===== config.mk =====
export PLATFORM = sky130hd
export DESIGN_NAME = spi_frame_engine
export DESIGN_NICKNAME = d
export VERILOG_FILES = /design/src/rtl/spi_fe_pkg.sv /design/src/rtl/spi_half_timer.sv /design/src/rtl/spi_bit_index.sv /design/src/rtl/spi_frame_engine.sv
export SDC_FILE = /design/constraint.sdc
export NUM_CORES = 1
export LEC_CHECK = 0
export ABC_AREA = 1
export ABC_CLOCK_PERIOD_IN_PS = 3860
export CORE_MARGIN = 4
export CORE_UTILIZATION = 40
export DETAILED_ROUTE_END_ITERATION = 16
export GPL_TIMING_DRIVEN = 0
export PLACE_DENSITY = 0.63
export SYNTH_ARGS = -nofsm -noshare
export SYNTH_HDL_FRONTEND = slang
export SYNTH_HIERARCHICAL = 1
export SYNTH_SLANG_ARGS = --single-unit
export TNS_END_PERCENT = 100

===== constraint.sdc =====
create_clock -name clk -period 3.86 [get_ports clk]
set_input_delay 0.772 -clock clk [delete_from_list [all_inputs] [get_ports clk]]
set_output_delay 0.772 -clock clk [all_outputs]
set_load 0.02 [all_outputs]

===== src/rtl/spi_fe_pkg.sv =====
package spi_fe_pkg;

  typedef enum logic [2:0] {
    ST_IDLE = 3'd0,
    ST_LEAD = 3'd1,
    ST_BITS = 3'd2,
    ST_GAP  = 3'd3,
    ST_DONE = 3'd4
  } fe_state_t;

  typedef enum logic [1:0] {
    XM_DUPLEX  = 2'd0,
    XM_TX_ONLY = 2'd1,
    XM_RX_ONLY = 2'd2,
    XM_SPARE   = 2'd3
  } xfer_mode_e;

  // frame length in bits for a size code; the spare code falls back to 8
  function automatic int unsigned frame_len(input logic [1:0] code);
    case (code)
      2'd0:    return 4;
      2'd2:    return 16;
      default: return 8;
    endcase
  endfunction

  // half-periods of high select between frames; codes 0 and 3 keep it low
  function automatic int unsigned gap_halves(input logic [1:0] code);
    case (code)
      2'd1:    return 1;
      2'd2:    return 2;
      default: return 0;
    endcase
  endfunction

endpackage


===== src/rtl/spi_half_timer.sv =====
module spi_half_timer #(
  parameter int DIV_W = 8
) (
  input  logic             clk,
  input  logic             rst_n,
  input  logic             run,
  input  logic [DIV_W-1:0] div,
  output logic             tick
);
  logic [DIV_W-1:0] half_len;
  logic [DIV_W-1:0] cnt;

  // even length, floor of two system clocks
  always_comb begin
    if (div < DIV_W'(2)) half_len = DIV_W'(2);
    else                 half_len = {div[DIV_W-1:1], 1'b0};
  end

  assign tick = run && (cnt == half_len - DIV_W'(1));

  always_ff @(posedge clk or negedge rst_n) begin
    if (!rst_n)            cnt <= '0;
    else if (!run || tick) cnt <= '0;
    else                   cnt <= cnt + DIV_W'(1);
  end
endmodule


===== src/rtl/spi_bit_index.sv =====
module spi_bit_index #(
  parameter int FRAME_W = 16,
  parameter int PW      = $clog2(FRAME_W),
  parameter int IDX_W   = PW + 1
) (
  input  logic [IDX_W-1:0] nbits,
  input  logic [IDX_W-1:0] ordinal,
  input  logic             lsb_first,
  output logic [PW-1:0]    pos
);
  // serial ordinal to word bit position, shared by both directions
  assign pos = lsb_first ? ordinal[PW-1:0]
                         : PW'(nbits - IDX_W'(1) - ordinal);
endmodule


===== src/rtl/spi_frame_engine.sv =====
module spi_frame_engine
  import spi_fe_pkg::*;
#(
  parameter int DIV_W   = 8,
  parameter int FRAME_W = 16
) (
  input  logic               clk,
  input  logic               rst_n,
  input  logic [1:0]         cfg_size,
  input  logic               cfg_cpol,
  input  logic               cfg_cpha,
  input  logic               cfg_lsb_first,
  input  logic [1:0]         cfg_xfer_mode,
  input  logic [1:0]         cfg_cs_gap,
  input  logic               cfg_lead_full,
  input  logic [DIV_W-1:0]   cfg_div,
  input  logic               tx_valid,
  output logic               tx_ready,
  input  logic [FRAME_W-1:0] tx_data,
  input  logic               rx_start,
  output logic               rx_valid,
  output logic [FRAME_W-1:0] rx_data,
  output logic               busy,
  output logic               sclk,
  output logic               mosi,
  input  logic               miso,
  output logic               cs_n
);
  localparam int PW     = $clog2(FRAME_W);
  localparam int IDX_W  = PW + 1;
  localparam int HALF_W = IDX_W + 1;

  fe_state_t          state;
  logic [HALF_W-1:0]  half_k;
  logic [FRAME_W-1:0] tx_word, rx_acc;
  logic               rx_pend;

  logic [IDX_W-1:0]  nbits;
  logic [HALF_W-1:0] lead_h, gap_h, frame_h;
  logic [PW-1:0]     pos;
  logic              tick, run, rx_only, tx_only;
  logic              frame_end, capture, next_avail, start_idle;

  assign rx_only = (cfg_xfer_mode == XM_RX_ONLY);
  assign tx_only = (cfg_xfer_mode == XM_TX_ONLY);
  assign nbits   = IDX_W'(frame_len(cfg_size));
  assign frame_h = {1'b0, nbits} << 1;
  assign lead_h  = cfg_lead_full ? HALF_W'(2) : HALF_W'(1);
  assign gap_h   = HALF_W'(gap_halves(cfg_cs_gap));
  assign run     = (state == ST_LEAD) || (state == ST_BITS) || (state == ST_GAP);

  spi_half_timer #(.DIV_W(DIV_W)) u_timer (
    .clk(clk), .rst_n(rst_n), .run(run), .div(cfg_div), .tick(tick)
  );

  spi_bit_index #(.FRAME_W(FRAME_W)) u_index (
    .nbits(nbits), .ordinal(half_k[HALF_W-1:1]),
    .lsb_first(cfg_lsb_first), .pos(pos)
  );

  assign frame_end  = (state == ST_BITS) && tick && (half_k == frame_h - HALF_W'(1));
  assign capture    = (state == ST_BITS) && tick && !half_k[0];
  assign next_avail = rx_only ? (rx_pend || rx_start) : tx_valid;
  assign start_idle = (state == ST_IDLE) && next_avail;
  assign tx_ready   = !rx_only && ((state == ST_IDLE) || frame_end);

  always_ff @(posedge clk or negedge rst_n) begin
    if (!rst_n) begin
      state    <= ST_IDLE;
      half_k   <= '0;
      tx_word  <= '0;
      rx_acc   <= '0;
      rx_pend  <= 1'b0;
      rx_valid <= 1'b0;
      rx_data  <= '0;
    end else begin
      rx_valid <= 1'b0;
      case (state)
        ST_IDLE: if (start_idle) begin
          state   <= ST_LEAD;
          half_k  <= '0;
          tx_word <= rx_only ? '0 : tx_data;
          rx_acc  <= '0;
          rx_pend <= 1'b0;
        end
        ST_LEAD: if (tick) begin
          if (half_k == lead_h - HALF_W'(1)) begin
            state  <= ST_BITS;
            half_k <= '0;
          end else half_k <= half_k + HALF_W'(1);
        end
        ST_BITS: begin
          if (capture) rx_acc[pos] <= miso;
          if (frame_end) begin
            if (!tx_only) begin
              rx_valid <= 1'b1;
              rx_data  <= rx_acc;
            end
            if (next_avail) begin
              tx_word <= rx_only ? '0 : tx_data;
              rx_acc  <= '0;
              rx_pend <= 1'b0;
              half_k  <= '0;
              state   <= (gap_h == '0) ? ST_BITS : ST_GAP;
            end else state <= ST_DONE;
          end else if (tick) half_k <= half_k + HALF_W'(1);
        end
        ST_GAP: if (tick) begin
          if (half_k == gap_h - HALF_W'(1)) begin
            state  <= ST_LEAD;
            half_k <= '0;
          end else half_k <= half_k + HALF_W'(1);
        end
        default: state <= ST_IDLE;
      endcase
      if (rx_only && rx_start && !start_idle && !frame_end) rx_pend <= 1'b1;
    end
  end

  assign sclk  = (state == ST_BITS) ? (cfg_cpol ^ (cfg_cpha ? ~half_k[0] : half_k[0]))
                                    : cfg_cpol;
  assign mosi  = !rx_only && ((state == ST_LEAD) || (state == ST_BITS)) && tx_word[pos];
  assign cs_n  = !((state == ST_LEAD) || (state == ST_BITS));
  assign busy  = (state != ST_IDLE);
endmodule


==> impl_metrics.prom <==
# TYPE chip_impl_metric gauge
chip_impl_metric{name="holdBufCountCts",unit=""} 0
chip_impl_metric{name="die_area",unit="um^2"} 12550
chip_impl_metric{name="worst_case_setup_slack_after_placement",unit="ns"} -0.8773
chip_impl_info{name="status",value="complete, no violations"} 1
chip_impl_metric{name="clock_tree.htree_level_count",unit=""} 3
chip_impl_metric{name="antennaDiodeCount",unit=""} 0
chip_impl_metric{name="initial_utilization",unit="%"} 41.55
chip_impl_metric{name="netlist_area",unit="um^2"} 4328
chip_impl_metric{name="post_route_cells_drive_above_1_share",unit="%"} 17.19
chip_impl_metric{name="detail_route.iter0.violations",unit=""} 240
chip_impl_metric{name="postSynthAreaPerCell",unit="um^2"} 7.026
chip_impl_info{name="mostFrequentLayoutCell",value="nand2_1"} 1
chip_impl_metric{name="path_clk_slew",unit="ns"} 0.07
chip_impl_metric{name="final_std_cell_area_no_fill",unit="um^2"} 5448
chip_impl_metric{name="pwr_density_cell",unit="nW/um^2"} 425.5
chip_impl_metric{name="worstSkewPairLatency",unit="ns"} 0.35
chip_impl_metric{name="dp_cells",unit=""} 813
chip_impl_metric{name="cts-buffers-inserted",unit=""} 9
chip_impl_metric{name="routed_wirelength",unit="mm"} 10.42
chip_impl_metric{name="buffer_ports.inserted",unit=""} 59
chip_impl_metric{name="maxClockFrequency",unit="GHz"} 0.2661
chip_impl_metric{name="num_rows",unit=""} 37
chip_impl_info{name="worstSetupPathType",value="in2out"} 1
chip_impl_metric{name="critical_path_maximum_fanout",unit=""} 5
chip_impl_metric{name="arrival_time_worst_endpoint",unit="ns"} 2.99
chip_impl_metric{name="fin_tns_setup",unit="ns"} 0
chip_impl_metric{name="grt_pass1_vias",unit=""} 3873
chip_impl_metric{name="final.period_utilization",unit="%"} 97.34
chip_impl_metric{name="worstRegToRegCells",unit=""} 13
chip_impl_metric{name="placement.cell_area",unit="um^2"} 5094
chip_impl_metric{name="layout.area.seq",unit="um^2"} 1677
chip_impl_metric{name="ioPinCount",unit=""} 61
chip_impl_metric{name="grt_pass1_wl",unit="mm"} 17.69
chip_impl_metric{name="total_power",unit="mW"} 2.318
chip_impl_metric{name="global_route.usage.total",unit="%"} 16.92
chip_impl_metric{name="final_ws_setup",unit="ns"} 0.1025
chip_impl_metric{name="routedWlPerCell",unit="um"} 12.40
chip_impl_metric{name="detailedRoute.firstPassIterationCount",unit=""} 4
chip_impl_metric{name="core_area",unit="um^2"} 10420
chip_impl_metric{name="die_y",unit="um"} 112.0
chip_impl_info{name="cts.root.buffer_cell",value="clkbuf_8"} 1
chip_impl_metric{name="dp.final_hpwl",unit="mm"} 7.539
chip_impl_metric{name="grt_antenna_before_repair",unit=""} 0
chip_impl_metric{name="synth-warning-count",unit=""} 6
chip_impl_info{name="layout_common_cells",value="nand2_1 (236), inv_1 (67), dfrtp_1 (67)"} 1
chip_impl_metric{name="routed-via-count",unit=""} 4082
chip_impl_metric{name="cellLeakagePower",unit="nW"} 2.690
chip_impl_metric{name="required",unit="ns"} 3.09
chip_impl_metric{name="worst_pin_slew",unit="ns"} 0.8569
chip_impl_metric{name="grt_overflow_total",unit=""} 0
chip_impl_metric{name="hold_critical_path_depth",unit=""} 2
chip_impl_metric{name="max_cap_violations",unit=""} 0
chip_impl_metric{name="max-clock-path-buffers",unit=""} 2
chip_impl_metric{name="worst_slew_margin_rel",unit="%"} 42.87
chip_impl_metric{name="post_route_core_utilization",unit="%"} 52.30
chip_impl_metric{name="die_w",unit="um"} 112.0
chip_impl_info{name="worst_setup_path_end_kind",value="output pin"} 1
chip_impl_info{name="cts_tree",value="yes"} 1
chip_impl_metric{name="vias_per_cell",unit=""} 4.860
chip_impl_metric{name="peakVddDrop",unit="V"} 0.0001633
chip_impl_info{name="setup.worst_path.start_class",value="primary input"} 1
chip_impl_metric{name="maxSlewViolCount",unit=""} 0
chip_impl_info{name="kind_of_path_behind_the_tightest_hold_check",value="reg2reg"} 1
chip_impl_metric{name="gp_congestion",unit=""} 0.8442
chip_impl_metric{name="final-setup-viol-count",unit=""} 0
chip_impl_metric{name="final_antenna_net_count",unit=""} 0
chip_impl_metric{name="timing.final.hold_violations",unit=""} 0
chip_impl_metric{name="fill_cells",unit=""} 1047
chip_impl_metric{name="postSynthCellCount",unit=""} 616
chip_impl_metric{name="clock_sink_count",unit=""} 67
chip_impl_metric{name="route.detailed.drc",unit=""} 0
chip_impl_metric{name="finalHoldWorstSlack",unit="ns"} 0.4795
chip_impl_metric{name="maximum_clock_skew_at_final_layout",unit="ns"} 0.01584
chip_impl_metric{name="area_grow_syn2layout",unit="%"} 25.87
chip_impl_metric{name="multi_input_area",unit="um^2"} 2347
chip_impl_metric{name="stdcell_count",unit=""} 840
chip_impl_metric{name="largest_net_degree_at_the_start_of_global_routing",unit=""} 68
chip_impl_metric{name="layout.nets",unit=""} 747
chip_impl_metric{name="finalWorstPathRequiredPeriod",unit="ns"} 3.757
power by group:
part | switching [mW] | internal [mW]
clock network | 0.283 | 0.361
logic | 0.403 | 0.297
registers | 0.117 | 0.857
total | 0.802 | 1.52
worst paths after layout:
| check | slack (ns) | start | to |
|---|---|---|---|
| setup / recovery | 0.10 | cfg_size[0] | mosi |
| hold / removal | 0.48 | rx_pend$_DFFE_PN0P_ | rx_pend$_DFFE_PN0P_ |
| setup reg to reg | 1.50 | half_k[3]$_DFFE_PN0P_ | rx_acc[11]$_DFFE_PN0P_ |
| hold reg to reg | 0.48 | rx_pend$_DFFE_PN0P_ | rx_pend$_DFFE_PN0P_ |
| max in group asynchronous | 2.76 | rst_n | u_timer/cnt[3]$_DFF_PN0_ |
| min in group asynchronous | 0.50 | rst_n | half_k[5]$_DFFE_PN0P_ |
worst max-delay path, stage by stage:
cell and delay [ns]:
clkdlybuf4s50_1 0.51, nor2_1 0.08, ha_1 0.32, or2_1 0.24, nand3_1 0.09, nand3_1 0.09
nand2_2 0.15, inv_1 0.09, nor2_4 0.14, nand2_1 0.07, nand2_1 0.05, nor2_1 0.04
nor2_1 0.16, buf_4 0.18
flip-flops by register name, summed over array words and instances (netlist names):
name         flops
tx_word         16
rx_acc          16
rx_pend          1
rx_valid         1
state            3
rx_data         16
half_k           6
u_timer/cnt      8
final cells by class:
cell class / count / area share, %
multi-input combinational: 462 / 43.09
sequential: 67 / 30.78
timing repair buffer: 71 / 12.06
inverter: 73 / 5.030
tap: 136 / 3.124
clock buffer: 9 / 2.274
buffer: 16 / 2.021
clock inverter: 6 / 1.631
metal layers:
layer | wire length, um | share of wire [%] | up-vias | global-route usage, %
met5 | 0 | 0 | - | 0
met4 | 230 | 2.2 | 0 | 7.532
met3 | 443 | 4.3 | 21 | 2.803
met2 | 4771 | 46 | 82 | 27.02
met1 | 4975 | 48 | 1874 | 22.69
li1 | - | - | 2105 | -
what timing repair did:
action / 4_1_cts / 5_1_grt
buffers inserted: 9 / 3
resized for setup: 28 / 23
setup endpoints to repair: 2 / 2
pin swaps: 7 / 10
(Power assumes the default switching activity.)
